$ cat src/rtl/tw_reg_pkg.sv
package tw_reg_pkg;

  typedef enum logic [2:0] {
    ST_IDLE,
    ST_ADDR,
    ST_CMD,
    ST_WDATA,
    ST_ACK,
    ST_TX
  } tw_state_e;

  typedef enum logic [1:0] {
    NX_IDLE,
    NX_CMD,
    NX_WDATA,
    NX_TX
  } tw_next_e;

  // Address byte match: seven MSBs against prefix plus strap.
  function automatic logic addr_hit(input logic [6:0] upper7,
                                    input logic [5:0] prefix,
                                    input logic       strap);
    return upper7 == {prefix, strap};
  endfunction

endpackage

$ cat src/rtl/tw_line_sync.sv
module tw_line_sync #(
  parameter int STAGES = 2
) (
  input  logic clk,
  input  logic rst_n,
  input  logic scl_in,
  input  logic sda_in,
  output logic scl_lvl,
  output logic sda_lvl,
  output logic scl_rise,
  output logic scl_fall,
  output logic start_det,
  output logic stop_det
);
  logic [STAGES-1:0] scl_ff, sda_ff;
  logic              scl_prev, sda_prev;

  always_ff @(posedge clk or negedge rst_n) begin
    if (!rst_n) begin
      scl_ff   <= '1;
      sda_ff   <= '1;
      scl_prev <= 1'b1;
      sda_prev <= 1'b1;
    end else begin
      scl_ff   <= {scl_ff[STAGES-2:0], scl_in};
      sda_ff   <= {sda_ff[STAGES-2:0], sda_in};
      scl_prev <= scl_ff[STAGES-1];
      sda_prev <= sda_ff[STAGES-1];
    end
  end

  assign scl_lvl   = scl_ff[STAGES-1];
  assign sda_lvl   = sda_ff[STAGES-1];
  assign scl_rise  = scl_lvl & ~scl_prev;
  assign scl_fall  = ~scl_lvl & scl_prev;
  assign start_det = scl_lvl & scl_prev & sda_prev & ~sda_lvl;
  assign stop_det  = scl_lvl & scl_prev & ~sda_prev & sda_lvl;
endmodule

$ cat src/rtl/tw_reg_bank.sv
module tw_reg_bank #(
  parameter int          DW       = 8,
  parameter logic [7:0]  SEL_CTLA = 8'h10,
  parameter logic [7:0]  SEL_CTLB = 8'h11,
  parameter logic [7:0]  SEL_STAT = 8'h13
) (
  input  logic          clk,
  input  logic          rst_n,
  input  logic          wr_en,
  input  logic [7:0]    sel,
  input  logic [DW-1:0] wr_data,
  input  logic [DW-1:0] status_in,
  output logic [DW-1:0] ctl_a,
  output logic [DW-1:0] ctl_b,
  output logic [DW-1:0] rd_data
);
  function automatic logic [DW-1:0] lookup(input logic [7:0]    s,
                                           input logic [DW-1:0] a,
                                           input logic [DW-1:0] b,
                                           input logic [DW-1:0] st);
    case (s)
      SEL_CTLA: return a;
      SEL_CTLB: return b;
      SEL_STAT: return st;
      default:  return '0;
    endcase
  endfunction

  always_ff @(posedge clk or negedge rst_n) begin
    if (!rst_n) begin
      ctl_a <= '0;
      ctl_b <= '0;
    end else if (wr_en) begin
      if (sel == SEL_CTLA) ctl_a <= wr_data;
      else if (sel == SEL_CTLB) ctl_b <= wr_data;
    end
  end

  assign rd_data = lookup(sel, ctl_a, ctl_b, status_in);
endmodule

$ cat src/rtl/tw_xfer_fsm.sv
module tw_xfer_fsm
  import tw_reg_pkg::*;
#(
  parameter int         DW     = 8,
  parameter logic [5:0] PREFIX = 6'b010110
) (
  input  logic          clk,
  input  logic          rst_n,
  input  logic          sda_lvl,
  input  logic          scl_rise,
  input  logic          scl_fall,
  input  logic          start_det,
  input  logic          stop_det,
  input  logic          strap,
  input  logic [DW-1:0] rd_data,
  output logic          sda_pull,
  output logic [7:0]    sel,
  output logic [DW-1:0] wr_data,
  output logic          wr_fire,
  output logic          ack_fire,
  output logic          tx_done,
  output logic          in_idle,
  output logic          in_addr
);
  localparam int CW = $clog2(DW + 1);
  localparam logic [CW-1:0] LAST_RX = CW'(DW);
  localparam logic [CW-1:0] LAST_TX = CW'(DW - 1);

  tw_state_e     st;
  tw_next_e      nx;
  logic [CW-1:0] cnt;
  logic [DW-1:0] sh, txsr;
  logic          rx_state, byte_end, hit, bus_evt;

  assign rx_state = (st == ST_ADDR) || (st == ST_CMD) || (st == ST_WDATA);
  assign bus_evt  = start_det | stop_det;
  assign byte_end = rx_state && scl_fall && (cnt == LAST_RX) && !bus_evt;
  assign hit      = addr_hit(sh[DW-1:1], PREFIX, strap);
  assign wr_fire  = byte_end && (st == ST_WDATA);
  assign ack_fire = byte_end && ((st != ST_ADDR) || hit);
  assign tx_done  = (st == ST_TX) && scl_fall && (cnt == LAST_TX) && !bus_evt;
  assign in_idle  = (st == ST_IDLE);
  assign in_addr  = (st == ST_ADDR);
  assign wr_data  = sh;

  always_ff @(posedge clk or negedge rst_n) begin
    if (!rst_n) begin
      st <= ST_IDLE; nx <= NX_IDLE; cnt <= '0;
      sh <= '0; txsr <= '0; sel <= '0; sda_pull <= 1'b0;
    end else if (start_det) begin
      st <= ST_ADDR; cnt <= '0; sda_pull <= 1'b0;
    end else if (stop_det) begin
      st <= ST_IDLE; cnt <= '0; sda_pull <= 1'b0;
    end else begin
      case (st)
        ST_ADDR, ST_CMD, ST_WDATA: begin
          if (scl_rise) begin
            sh  <= {sh[DW-2:0], sda_lvl};
            cnt <= cnt + 1'b1;
          end else if (byte_end) begin
            cnt <= '0;
            if (st == ST_ADDR) begin
              if (hit) begin
                sda_pull <= 1'b1; st <= ST_ACK;
                nx <= sh[0] ? NX_TX : NX_CMD;
              end else begin
                st <= ST_IDLE;
              end
            end else begin
              sda_pull <= 1'b1; st <= ST_ACK;
              if (st == ST_CMD) begin
                sel <= sh[7:0]; nx <= NX_WDATA;
              end else begin
                nx <= NX_IDLE;
              end
            end
          end
        end
        ST_ACK: if (scl_fall) begin
          cnt <= '0;
          case (nx)
            NX_TX:    begin st <= ST_TX; txsr <= rd_data; sda_pull <= ~rd_data[DW-1]; end
            NX_CMD:   begin st <= ST_CMD;   sda_pull <= 1'b0; end
            NX_WDATA: begin st <= ST_WDATA; sda_pull <= 1'b0; end
            default:  begin st <= ST_IDLE;  sda_pull <= 1'b0; end
          endcase
        end
        ST_TX: if (scl_fall) begin
          if (cnt == LAST_TX) begin
            sda_pull <= 1'b0; st <= ST_IDLE; cnt <= '0;
          end else begin
            txsr <= {txsr[DW-2:0], 1'b0};
            sda_pull <= ~txsr[DW-2];
            cnt <= cnt + 1'b1;
          end
        end
        default: ;
      endcase
    end
  end
endmodule

$ cat src/rtl/tw_reg_slave.sv
module tw_reg_slave #(
  parameter int         DW          = 8,
  parameter int         SYNC_STAGES = 2,
  parameter logic [5:0] PREFIX      = 6'b010110,
  parameter logic [7:0] SEL_CTLA    = 8'h10,
  parameter logic [7:0] SEL_CTLB    = 8'h11,
  parameter logic [7:0] SEL_STAT    = 8'h13
) (
  input  logic          clk,
  input  logic          rst_n,
  input  logic          scl_in,
  input  logic          sda_in,
  input  logic          addr_strap,
  input  logic [DW-1:0] status_in,
  output logic          sda_pull,
  output logic [DW-1:0] ctl_a_q,
  output logic [DW-1:0] ctl_b_q
);
  logic          scl_lvl, sda_lvl, scl_rise, scl_fall, start_det, stop_det;
  logic          wr_fire, ack_fire, tx_done, in_idle, in_addr;
  logic [7:0]    sel;
  logic [DW-1:0] wr_data, rd_data;

  tw_line_sync #(.STAGES(SYNC_STAGES)) u_sync (
    .clk(clk), .rst_n(rst_n), .scl_in(scl_in), .sda_in(sda_in),
    .scl_lvl(scl_lvl), .sda_lvl(sda_lvl), .scl_rise(scl_rise),
    .scl_fall(scl_fall), .start_det(start_det), .stop_det(stop_det)
  );

  tw_xfer_fsm #(.DW(DW), .PREFIX(PREFIX)) u_fsm (
    .clk(clk), .rst_n(rst_n), .sda_lvl(sda_lvl), .scl_rise(scl_rise),
    .scl_fall(scl_fall), .start_det(start_det), .stop_det(stop_det),
    .strap(addr_strap), .rd_data(rd_data), .sda_pull(sda_pull),
    .sel(sel), .wr_data(wr_data), .wr_fire(wr_fire), .ack_fire(ack_fire),
    .tx_done(tx_done), .in_idle(in_idle), .in_addr(in_addr)
  );

  tw_reg_bank #(.DW(DW), .SEL_CTLA(SEL_CTLA), .SEL_CTLB(SEL_CTLB),
                .SEL_STAT(SEL_STAT)) u_bank (
    .clk(clk), .rst_n(rst_n), .wr_en(wr_fire), .sel(sel),
    .wr_data(wr_data), .status_in(status_in), .ctl_a(ctl_a_q),
    .ctl_b(ctl_b_q), .rd_data(rd_data)
  );
endmodule

$ cat config.mk
export PLATFORM = sky130hd
export DESIGN_NAME = tw_reg_slave
export DESIGN_NICKNAME = d
export VERILOG_FILES = /design/src/rtl/tw_reg_pkg.sv /design/src/rtl/tw_line_sync.sv /design/src/rtl/tw_reg_bank.sv /design/src/rtl/tw_xfer_fsm.sv /design/src/rtl/tw_reg_slave.sv
export SDC_FILE = /design/constraint.sdc
export NUM_CORES = 1
export LEC_CHECK = 0
export BUFFER_PORTS_ARGS = -buffer_cell sky130_fd_sc_hd__buf_2
export CORE_ASPECT_RATIO = 0.5
export CORE_UTILIZATION = 45
export DETAILED_ROUTE_END_ITERATION = 6
export REMOVE_ABC_BUFFERS = 1
export SLEW_MARGIN = 0
export SYNTH_ARGS = -nofsm -noshare
export SYNTH_HDL_FRONTEND = slang
export SYNTH_SLANG_ARGS = --single-unit
$ cat constraint.sdc
create_clock -name clk -period 4.55 [get_ports clk]
set_clock_uncertainty 0.1 [all_clocks]
set_input_delay 0.455 -clock clk [delete_from_list [all_inputs] [get_ports clk]]
set_output_delay 0.455 -clock clk [all_outputs]
set_load 0.1 [all_outputs]
==> results.md, run 1 <==
| Stage | Metric | Reported |
| --- | --- | --- |
| run status | Status | finished clean |
| critical path | Highest cell delay on the worst timing path | 0.60 ns |
| clocking | Maximum count of clock buffers along a single path | 2 |
| timing | Transition time at the pin with the least slew margin | 0.875 ns |
| routing | Antenna Nets Post-Route | 0 |
| critical path | Worst setup path start | u_fsm.cnt[0]$_DFFE_PN0P_ |
| clocking | CTS Buf Count | 5 |
| global route | Global-route usage over all layers | 19.1% |
| critical path | Cell family with the largest share of critical-path delay | simple AND/OR/NAND/NOR gates |
| layout | Area grow syn2layout | 13.8% |
| critical path | Critical path capture point type | register |
| placed design | Number of buffer cells added on primary ports | 29 |
| critical path | Number of cells on the worst reg-to-reg path | 6 |
| timing | Unrepaired setup endpoints after global routing | false |
| run | Count of maximum capacitance violations | 0 |
| timing | Worst relative slew slack | 41.6% |
| synth | Leading register cell type out of synthesis | sky130_fd_sc_hd__dfrtp_1 |
| routing | Via count | 1,893 |
| worst hold path | Class of the tightest hold or removal check | primary input to register |
| layout | Register area | 1380 um2 |
| timing | Sum Neg Setup Slack | 0 ns |
| synth | Sequential element share of the synthesized area | 49.0% |
| routing | Via count normalized by instance count | 5.60 |
| layout | Diode count | 0 |
| clocking | Number of buffers inserted by post-CTS setup repair | 0 |
| layout | Layout filler cell count | 509 |
| power | Power per cell area | 436 nW/um2 |
| global route | Antenna violations before repair | 0 |
| floorplanning | Die W | 114 um |
| critical path | Critical path arrival | 2.31 ns |
| floorplanning | Floorplan Core Area | 5750 um2 |
| clocking | H-tree levels | 2 |
| critical path | Worst EP required | 4.64 ns |
| clocking | Clock transition time at the flip-flop clock pins of the worst setup and hold paths | 0.07 ns |
| power | Peak supply drop | 0.201 mV |
| routing | Number of DRC markers in iteration 0 | 122 |
| synth | Proportion of register bits with asynchronous set or reset after synthesis | 100% |
| floorplanning | DIE HEIGHT | 58.0 um |
| synth | Synthesis-stage register bit count | 55 |
| critical path | Class of the most critical setup path | register to register |
| timing | Post-route fraction of the period consumed by the critical path | 48.9% |
| critical path | Critical Path Source Type | register |
| critical path | Cell breakdown of the critical path | inv_1 -> ha_1 -> and4bb_4 -> nand2_2 -> or3_1 -> mux2_4 |
| timing | Hold Violations, Final | 0 |
| layout | Share of final-layout standard cells stronger than drive strength 1 | 35.8% |
| global route | Maximum number of pins on one net before global-route repair | 56 |
| global route | Via count of the first global-routing pass | 1,804 |
| timing | Hold WS | 0.150 ns |
| routing | Iteration count of the initial detailed-routing pass | 4 |
| placed design | Routability cong. | 0.781 |
| clocking | Clock tree from TritonCTS | done |
| timing | Achievable clock frequency | 0.449 GHz |
| synth | Synthesized instance count | 227 |
| floorplanning | Die Area | 6620 um2 |
| layout | Net total in the final layout | 271 |
| critical path | Number of cells on the critical path | 6 |
| synth | Count of cell types in the netlist | 58 |
| layout | Leading cell type in the layout, fill and taps excluded | sky130_fd_sc_hd__dfrtp_1 |
| critical path | Reg2reg setup slack | 2.32 ns |
| power | Total leakage power | 1.50 nW |
| timing | Max Slew Vio Count | 0 |
| critical path | Reg-to-reg critical path startpoint | u_fsm.cnt[0]$_DFFE_PN0P_ |
| routing | Post-DR wirelength/cell | 16.8 um |
| routing | DRC | 0 |
| layout | Area occupied by multi-input gates | 1350 um2 |
| critical path | Cell with the biggest individual delay on the critical path | sky130_fd_sc_hd__or3_1 |
| clocking | Clk sink count | 55 |
| critical path | Critical path capture point | u_fsm.sel[6]$_DFFE_PN0P_ |
| timing | Time the final worst path needs with I/O delays and setup | 2.23 ns |
| critical path | End of the worst register-to-register path | u_fsm.sel[6]$_DFFE_PN0P_ |
| synth | Number of synthesized flops with an enable pin | 0 |
| placed design | HPWL Detailed | 4.03 mm |
| floorplanning | Top-level I/O count | 30 |
| synth | Synthesized area | 2830 um2 |
| clocking | Resize count post-CTS | 0 |
| layout | Most used cells in the layout excluding fill and tap cells | 49 x sky130_fd_sc_hd__dfrtp_1, 32 x sky130_fd_sc_hd__mux2_2, 29 x sky130_fd_sc_hd__buf_2 |
| global route | Aggregate global routing overflow | 0 |
| timing | Final Setup Violations | 0 |
| critical path | Worst path bufs/invs | 1 |
| synth | Average footprint of a synthesized cell | 12.5 um2 |
| clocking | Clk_lat worst skew | 0.30 ns |
| synth | Warnings, synthesis | 0 |
| routing | Final WL | 5.68 mm |
| floorplanning | Std-Cell Rows | 19 |
| clocking | Clock Tree Root | sky130_fd_sc_hd__clkbuf_16 |
| floorplanning | Initial core utilization | 49.1% |
| critical path | Highest fanout seen on the critical path | 8 |
| global route | First-pass GRT wire length | 9.36 mm |
| clocking | Cts hold-fix bufs | 0 |
[cells by family (layout without fill, tap and decap cells)]
| group | Yosys count | after routing | synth area share, % |
|---|---|---|---|
| adder cells (fa/ha/maj) | 5 | 5 | 2.21 |
| buffers and inverters | 21 | 48 | 3.36 |
| multiplexers | 52 | 52 | 21.3 |
| AND/OR/NAND/NOR | 49 | 49 | 11.9 |
| XOR/XNOR | 2 | 2 | 0.620 |
| AO/OA/AOI/OAI | 43 | 43 | 11.6 |
| flip-flops | 55 | 55 | 49.0 |
[worst register-to-register path, cell delays in order, from the launching register on]
cell and delay, ns:
sky130_fd_sc_hd__dfrtp_1 0.40, sky130_fd_sc_hd__inv_1 0.10, sky130_fd_sc_hd__ha_1 0.15, sky130_fd_sc_hd__and4bb_4 0.30, sky130_fd_sc_hd__nand2_2 0.07, sky130_fd_sc_hd__or3_1 0.60, sky130_fd_sc_hd__mux2_4 0.39
[cells in the mapped netlist, drive strengths merged (2+ instances only)]
cell     count  area share, %
nor3         5            1.7
xor2         2           0.62
nand2b       4           0.89
o2bb2ai      6            1.9
and2         2           0.44
o211ai       4            1.1
a21oi        3           0.53
buf          6            1.4
a221oi       2           0.62
dfstp        6            5.6
nor3b        2           0.53
nand4b       3           0.93
mux2i       11            3.9
nor2         7           0.93
nor2b        3           0.66
o21ai        7            1.2
and3         2           0.44
ha           5            2.2
nand2        3           0.49
a22o         6            1.9
nand3        8            1.6
dfrtp       49             43
inv         10            1.3
mux2        41             17
clkbuf       5           0.66
[routing by layer]
metal / track usage (%) / vias to the layer above / wire, um / share of wire [%]
li1: - / 899 / - / -
met2: 27.8 / 43 / 2430 / 43
met3: 5.02 / 9 / 273 / 4.8
met1: 27.6 / 942 / 2900 / 51
met4: 6.68 / 0 / 75 / 1.3
met5: 0 / - / 0 / 0
[report_power, final]
group / leakage (nW) / total, mW / internal [mW] / switching (mW)
Sequential: 0.730 / 0.629 / 0.542 / 0.0876
Combinational: 0.682 / 0.281 / 0.124 / 0.157
Clock: 0.0911 / 0.491 / 0.316 / 0.176
[worst min-delay path by stage]
| stage | depth (start not counted) | start | to |
|---|---|---|---|
| after floorplan | 0 | rst_n | u_bank.ctl_a[0]$_DFFE_PN0P_ |
| after global placement | 0 | u_sync.sda_ff[0]$_DFF_PN1_ | u_sync.sda_ff[1]$_DFF_PN1_ |
| after detailed placement | 0 | u_sync.sda_ff[0]$_DFF_PN1_ | u_sync.sda_ff[1]$_DFF_PN1_ |
| after CTS | 1 | sda_in | u_sync.sda_ff[0]$_DFF_PN1_ |
| after global routing | 1 | sda_in | u_sync.sda_ff[0]$_DFF_PN1_ |
| final | 1 | sda_in | u_sync.sda_ff[0]$_DFF_PN1_ |
[state kept, by name, indices dropped and copies added (netlist names)]
signal           flops
u_bank.ctl_a         8
u_bank.ctl_b         8
u_fsm.cnt            4
u_fsm.nx             2
u_fsm.sda_pull       1
u_fsm.sel            8
u_fsm.st             3
u_fsm.txsr           7
u_fsm.wr_data        8
u_sync.scl_ff        2
u_sync.scl_prev      1
u_sync.sda_ff        2
u_sync.sda_prev      1
[per-stage QoR]
| step | power, mW | utilization (%) | std cells | worst slack, ns | cell area [um2] |
|---|---|---|---|---|---|
| 6_report | 1.40 | 55.9 | 338 | 2.32 | 3220 |
| 5_1_grt | 1.47 | 55.9 | 338 | 2.18 | 3220 |
| 4_1_cts | 1.41 | 55.9 | 338 | 2.32 | 3220 |
| 3_5_place_dp | 0.916 | 52.6 | 330 | 2.34 | 3030 |
| 3_3_place_gp | 0.909 | 52.6 | 330 | 2.37 | 3030 |
| 2_1_floorplan | 0.829 | - | 216 | 2.52 | 2770 |
[area by class of cell]
type | count | area share, %
clock buffer | 6 | 4.01
clock inverter | 2 | 1.87
inverter | 10 | 1.17
multi-input combinational | 151 | 41.9
sequential | 55 | 43.0
tap | 84 | 3.27
timing repair buffer | 30 | 4.75
No activity file was read; power rests on OpenSTA's default activity.
==> run 2: changes to the inputs <==
- ABC_AREA: default -> 1
- clock period: 4.55 -> 2.16 ns (I/O delays scaled with it)
==> run 2 against run 1 <==
Net effect: via count is 28% higher; global-route usage grew 2.4 points; setup slack worse by 1.9 ns.
==> results.md, run 2 <==
| Stage | Metric | Reported |
| --- | --- | --- |
| run status | Status | finished clean |
| placed design | Placement-stage cell area | 3090 um2 |
| critical path | Class of the most critical setup path | register to register |
| floorplanning | Die Area | 6660 um2 |
| synth | Proportion of register bits with asynchronous set or reset after synthesis | 100% |
| worst hold path | Class of the tightest hold or removal check | primary input to register |
| clocking | Clock transition time at the flip-flop clock pins of the worst setup and hold paths | 0.07 ns |
| synth | Sequential element share of the synthesized area | 48.6% |
| synth | Synthesized instance count | 368 |
| routing | Final WL | 6.39 mm |
| critical path | Reg-to-reg critical path startpoint | u_fsm.cnt[0]$_DFFE_PN0P_ |
| floorplanning | Std-Cell Rows | 20 |
| floorplanning | DIE HEIGHT | 58.2 um |
| critical path | Worst EP required | 2.30 ns |
| synth | Count of cell types in the netlist | 31 |
| critical path | Cell with the biggest individual delay on the critical path | sky130_fd_sc_hd__dfrtp_1 |
| routing | Via count | 2,428 |
| placed design | HPWL Detailed | 4.81 mm |
| layout | Share of final-layout standard cells stronger than drive strength 1 | 14.3% |
| synth | Warnings, synthesis | 0 |
| global route | Global-route usage over all layers | 21.5% |
| layout | Total non-filler cell area in the finished layout | 3270 um2 |
| timing | Worst relative slew slack | 58.9% |
| run | Count of maximum capacitance violations | 0 |
| critical path | Highest fanout seen on the critical path | 7 |
| critical path | Cell family with the largest share of critical-path delay | simple AND/OR/NAND/NOR gates |
| routing | Number of DRC markers in iteration 0 | 134 |
| floorplanning | Top-level I/O count | 30 |
| layout | Area grow syn2layout | 14.8% |
| clocking | Maximum count of clock buffers along a single path | 2 |
| critical path | Critical Path Source Type | register |
| critical path | Number of cells on the critical path | 10 |
| clocking | H-tree levels | 2 |
| power | Total leakage power | 1.64 nW |
| placed design | Routability cong. | 0.899 |
| floorplanning | Die W | 114 um |
| global route | Maximum number of pins on one net before global-route repair | 29 |
| synth | Leading register cell type out of synthesis | sky130_fd_sc_hd__dfrtp_1 |
| critical path | Highest cell delay on the worst timing path | 0.42 ns |
| worst hold path | Number of cells traversed by the worst hold path | 5 |
| synth | Library cell occupying the most area in the post-synthesis netlist | sky130_fd_sc_hd__dfrtp_1 |
| timing | Post-route fraction of the period consumed by the critical path | 81.2% |
| global route | First-pass GRT wire length | 10.9 mm |
| layout | Net total in the final layout | 423 |
| critical path | Worst setup path start | u_fsm.cnt[0]$_DFFE_PN0P_ |
| timing | Achievable clock frequency | 0.570 GHz |
| synth | Average footprint of a synthesized cell | 7.73 um2 |
| power | Power per cell area | 859 nW/um2 |
| floorplanning | Floorplan Core Area | 6080 um2 |
| clocking | Clock Tree Root | sky130_fd_sc_hd__clkbuf_16 |
| layout | Most used cells in the layout excluding fill and tap cells | 128 x sky130_fd_sc_hd__nand2_1, 49 x sky130_fd_sc_hd__dfrtp_1, 38 x sky130_fd_sc_hd__inv_1 |
| timing | Time the final worst path needs with I/O delays and setup | 1.75 ns |
| critical path | Worst path bufs/invs | 1 |
| timing | Hold Violations, Final | 0 |
| timing | Transition time at the pin with the least slew margin | 0.617 ns |
| synth | Leading cell type by number of instances after synthesis | sky130_fd_sc_hd__nand2_1 |
| routing | Iteration count of the initial detailed-routing pass | 4 |
| synth | Area share of the largest cell type after synthesis | 43.1% |
| power | Peak supply drop | 0.351 mV |
| global route | Aggregate global routing overflow | 0 |
| synth | Number of synthesized flops with an enable pin | 0 |
| routing | Via count normalized by instance count | 4.91 |
| routing | Post-DR wirelength/cell | 12.9 um |
| clocking | Resize count post-CTS | 0 |
| synth | Synthesized area | 2850 um2 |
| clocking | Clk_lat worst skew | 0.30 ns |
| timing | Unrepaired setup endpoints after global routing | false |
| critical path | Critical path arrival | 1.89 ns |
| clocking | Clk sink count | 55 |
| routing | Antenna Nets Post-Route | 0 |
| timing | Sum Neg Setup Slack | 0 ns |
| synth | Most frequent cells after synthesis | 128 x sky130_fd_sc_hd__nand2_1, 49 x sky130_fd_sc_hd__dfrtp_1, 38 x sky130_fd_sc_hd__inv_1, 36 x sky130_fd_sc_hd__o21ai_0, 35 x sky130_fd_sc_hd__nor2_1 |
| placed design | Number of buffer cells added on primary ports | 29 |
| floorplanning | Initial core utilization | 46.8% |
| critical path | Critical path capture point type | register |
| clocking | Number of buffers inserted by post-CTS setup repair | 0 |
| routing | DRC | 0 |
| critical path | CP most frequent cell | sky130_fd_sc_hd__nand2_1 |
| global route | Via count of the first global-routing pass | 2,236 |
| clocking | CTS Buf Count | 5 |
| critical path | Cell breakdown of the critical path | inv_1 -> ha_1 -> nand2_1 -> nor2_1 -> nand2_1 -> nand3_1 -> nor2_1 -> nor2_1 -> nand2_1 -> nand2_1 |
| global route | Antenna violations before repair | 0 |
| clocking | Clock tree from TritonCTS | done |
| layout | Diode count | 0 |
| timing | Final Setup Violations | 0 |
| synth | Most area-consuming cells after synthesis | sky130_fd_sc_hd__dfrtp_1 43%, sky130_fd_sc_hd__nand2_1 17%, sky130_fd_sc_hd__o21ai_0 6.3% |
| layout | Leading cell type in the layout, fill and taps excluded | sky130_fd_sc_hd__nand2_1 |
| worst hold path | Worst min-delay path startpoint | status_in[0] |
| timing | Max Slew Vio Count | 0 |
| critical path | Number of cells on the worst reg-to-reg path | 10 |
| synth | Synthesis-stage register bit count | 55 |
-- run 2: power breakdown --
group / internal, mW / switching (mW) / total, mW
clock: 0.437 / 0.391 / 0.828
combinational: 0.209 / 0.484 / 0.692
sequential: 1.18 / 0.110 / 1.29
-- run 2: metrics by stage --
step	hold WS [ns]	std cells	worst slack [ns]	power, mW	util [%]
finish	0.131	494	0.407	2.81	53.7
global route	0.172	494	0.161	3.00	53.7
CTS	0.129	494	0.416	2.82	53.7
detailed placement	0.174	483	0.432	1.99	50.8
global placement	0.166	483	0.435	1.98	50.8
floorplan	-0.180	361	0.409	1.80	-
-- run 2: worst paths after layout --
path / endpoint / slack, ns
min in group asynchronous: u_fsm.txsr[5]$_DFFE_PN0P_ / 0.36
hold reg to reg: u_sync.scl_ff[1]$_DFF_PN1_ / 0.26
setup reg to reg: u_fsm.cnt[2]$_DFFE_PN0P_ / 0.41
setup / recovery: u_fsm.cnt[2]$_DFFE_PN0P_ / 0.41
hold / removal: u_fsm.txsr[0]$_DFFE_PN0P_ / 0.13
max in group asynchronous: u_fsm.sel[1]$_DFFE_PN0P_ / 0.93
-- run 2: layout make-up --
cell class,instances,area [um2]
Clock inverter,3,22.5
Sequential cell,55,1380
Timing Repair Buffer,37,213
Tap cell,88,110
Clock buffer,5,125
Multi-Input combinational cell,268,1270
Inverter,38,143
Fill cell,606,2810
-- run 2: kinds of logic after synthesis --
| logic type | after synthesis | synth area share (%) |
|---|---|---|
| simple gates | 213 | 32.7 |
| buf+inv | 45 | 6.73 |
| flops | 55 | 48.6 |
| xor+xnor | 2 | 0.616 |
| compound gates | 48 | 9.10 |
| fa+ha+maj | 5 | 2.20 |
-- run 2: worst register-to-register path: cells and delay by family, from the launching register on --
family | cells | cell delay [ns]
adders and majority gates | 1 | 0.14
buffers and inverters | 1 | 0.09
DFF | 1 | 0.42
and+or+nand+nor | 8 | 0.95
-- run 2: per-layer routing --
metal | wire [um] | share of wire [%] | up-vias | GRT usage, %
met4 | 18 | 0.28 | 0 | 4.82
li1 | - | - | 1251 | -
met3 | 238 | 3.7 | 2 | 5.33
met2 | 2790 | 44 | 36 | 33.2
met1 | 3340 | 52 | 1139 | 30.7
met5 | 0 | 0 | - | 0
-- run 2: timing repair --
item / CTS / global route
hold endpoints to repair: 22 / 0
hold buffers: 3 / 0
endpoints found under the setup margin: 0 / 0
==> run 3: changes to the inputs <==
- clock period: 2.16 -> 1.7 ns (I/O delays scaled with it)
==> run 3 against run 2 <==
Net effect: core utilization is 4.7 points higher; combinational power grew 52%; non-clock buffer count up 20; first-iteration DRC count up 14%; critical path type unchanged; highest routed layer unchanged.
==> results.md, run 3 (same netlist as run 2, synthesis figures left out) <==
| Stage | Metric | Reported |
| --- | --- | --- |
| run status | Status | finished clean |
| floorplanning | DIE HEIGHT | 58.2 um |
| power | Power Total | 3.69 mW |
| timing | Post-route fraction of the period consumed by the critical path | 99.3% |
| timing | Transition time at the pin with the least slew margin | 0.486 ns |
| layout | Core Util, Final | 58.4% |
| timing | Hold Violations, Final | 0 |
| run | Count of maximum capacitance violations | 0 |
| clocking | Clk sink count | 55 |
| timing | Fin worst setup slack | 0.0124 ns |
| critical path | Worst path bufs/invs | 0 |
| clocking | Clock tree from TritonCTS | done |
| floorplanning | Std-Cell Rows | 20 |
| placed design | Routability cong. | 0.856 |
| global route | Aggregate global routing overflow | 0 |
| critical path | CP most frequent cell | sky130_fd_sc_hd__nand2_1 |
| routing | Antenna Nets Post-Route | 0 |
| worst hold path | Worst min-delay path startpoint | status_in[0] |
| routing | Number of DRC markers in iteration 0 | 153 |
| timing | Worst relative slew slack | 67.8% |
| timing | Unrepaired setup endpoints after global routing | true |
| global route | Maximum number of pins on one net before global-route repair | 56 |
| routing | Via count normalized by instance count | 4.90 |
| layout | Net total in the final layout | 445 |
| routing | Post-DR wirelength/cell | 13.0 um |
| critical path | Reg-to-reg critical path startpoint | u_fsm.st[0]$_DFFE_PN0P_ |
| critical path | Cell family with the largest share of critical-path delay | simple AND/OR/NAND/NOR gates |
| layout | Area grow syn2layout | 24.8% |
| critical path | Critical path capture point type | register |
| routing | DRC | 0 |
| clocking | Clock transition time at the flip-flop clock pins of the worst setup and hold paths | 0.07 ns |
| floorplanning | Floorplan Core Area | 6080 um2 |
| power | Power per cell area | 1040 nW/um2 |
| global route | First-pass GRT wire length | 10.6 mm |
| clocking | Maximum count of clock buffers along a single path | 2 |
| placed design | Post-placement setup slack | 0.0297 ns |
| timing | Hold WS | 0.0679 ns |
| layout | Layout filler cell count | 569 |
| critical path | Worst setup path start | u_fsm.st[0]$_DFFE_PN0P_ |
| floorplanning | Die W | 114 um |
| critical path | Cell with the biggest individual delay on the critical path | sky130_fd_sc_hd__dfrtp_1 |
| critical path | Cell breakdown of the critical path | nand2_1 -> nand2_1 -> and3_4 -> nand3b_4 -> nand2_2 -> o21ai_1 |
| global route | Global-route usage over all layers | 21.1% |
| critical path | Highest cell delay on the worst timing path | 0.51 ns |
| floorplanning | Die Area | 6660 um2 |
| clocking | Clock Tree Root | sky130_fd_sc_hd__clkbuf_16 |
| layout | Leading cell type in the layout, fill and taps excluded | sky130_fd_sc_hd__nand2_1 |
| critical path | Worst EP required | 1.79 ns |
| critical path | Highest fanout seen on the critical path | 8 |
| placed design | HPWL Detailed | 4.78 mm |
| placed design | Number of buffer cells added on primary ports | 29 |
| clocking | Clk_lat worst skew | 0.30 ns |
| timing | Final Setup Violations | 0 |
| global route | Antenna violations before repair | 0 |
| routing | Final WL | 6.70 mm |
| clocking | CTS Buf Count | 5 |
| critical path | Critical Path Source Type | register |
| critical path | Critical path arrival | 1.77 ns |
| timing | Max Slew Vio Count | 0 |
| layout | Most used cells in the layout excluding fill and tap cells | 118 x sky130_fd_sc_hd__nand2_1, 49 x sky130_fd_sc_hd__dfrtp_1, 35 x sky130_fd_sc_hd__inv_1 |
| floorplanning | Initial core utilization | 46.8% |
| layout | Diode count | 0 |
| routing | Iteration count of the initial detailed-routing pass | 4 |
| power | Total leakage power | 1.79 nW |
| clocking | H-tree levels | 2 |
| layout | Share of final-layout standard cells stronger than drive strength 1 | 24.1% |
| routing | Via count | 2,526 |
| timing | Achievable clock frequency | 0.593 GHz |
| floorplanning | Top-level I/O count | 30 |
| global route | Via count of the first global-routing pass | 2,200 |
| power | Peak supply drop | 0.599 mV |
| worst hold path | Class of the tightest hold or removal check | primary input to register |
| critical path | Class of the most critical setup path | register to register |
| timing | Time the final worst path needs with I/O delays and setup | 1.69 ns |
[run 3: cell types whose count changed in the layout (fill, tap and decap cells not counted), moves of 6 or more]
| cell | before | now |
|---|---|---|
| sky130_fd_sc_hd__o21ai_1 | 3 | 13 |
| sky130_fd_sc_hd__o21ai_0 | 36 | 23 |
| sky130_fd_sc_hd__nor2_1 | 35 | 29 |
| sky130_fd_sc_hd__nand2_2 | 1 | 9 |
| sky130_fd_sc_hd__buf_4 | 5 | 24 |
| sky130_fd_sc_hd__nand2_1 | 128 | 118 |
[run 3: what timing repair did]
action,CTS,global route
endpoints found under the setup margin,0,39
buffers inserted,0,2
resized for setup,0,44
hold buffers,3,0
hold endpoints to repair,51,0
[run 3: path summary, 6_finish.rpt]
path                                                     to  slack [ns]  cells after the start
worst max register to register  u_bank.ctl_a[5]$_DFFE_PN0P_        0.01                      6
max in group asynchronous         u_sync.sda_prev$_DFF_PN1_        0.92                      3
worst max-delay path            u_bank.ctl_a[5]$_DFFE_PN0P_        0.01                      6
worst min register to register   u_sync.scl_ff[1]$_DFF_PN1_        0.26                      0
worst min-delay path              u_fsm.txsr[0]$_DFFE_PN0P_        0.07                      5
min in group asynchronous           u_fsm.nx[1]$_DFFE_PN0P_        0.29                      3
[run 3: where the power goes]
part	total [mW]	switching, mW	internal, mW
Combinational	1.05	0.690	0.360
Clock	1.01	0.469	0.539
Sequential	1.64	0.141	1.50
Total	3.69	1.30	2.39
[run 3: layout make-up]
class                      count  area, um2  area share [%]
clock buffer                   5        125            3.52
clock inverter                 2       13.8           0.388
inverter                      38        143            4.02
multi-input combinational    270       1400            39.4
sequential                    55       1380            39.0
tap                           88        110            3.10
timing repair buffer          57        375            10.6
[run 3: per-stage QoR]
stage / cells / TNS [ns] / area, um2
floorplan: 361 / -0.230 / 2800
global placement: 501 / 0 / 3240
detailed placement: 501 / 0 / 3240
CTS: 511 / 0 / 3410
global route: 515 / -1.23 / 3550
finish: 515 / 0 / 3550
[run 3: layer usage]
| metal | wire length (um) | up-vias | global-route usage [%] |
|---|---|---|---|
| li1 | - | 1294 | - |
| met1 | 3530 | 1177 | 31.4 |
| met2 | 2880 | 46 | 30.8 |
| met3 | 229 | 9 | 5.02 |
| met4 | 59 | 0 | 5.57 |
| met5 | 0 | - | 0 |
[run 3: worst register-to-register path, stage by stage (launching register included)]
cell	delay, ns
sky130_fd_sc_hd__dfrtp_1	0.51
sky130_fd_sc_hd__nand2_1	0.15
sky130_fd_sc_hd__nand2_1	0.13
sky130_fd_sc_hd__and3_4	0.31
sky130_fd_sc_hd__nand3b_4	0.20
sky130_fd_sc_hd__nand2_2	0.12
sky130_fd_sc_hd__o21ai_1	0.06
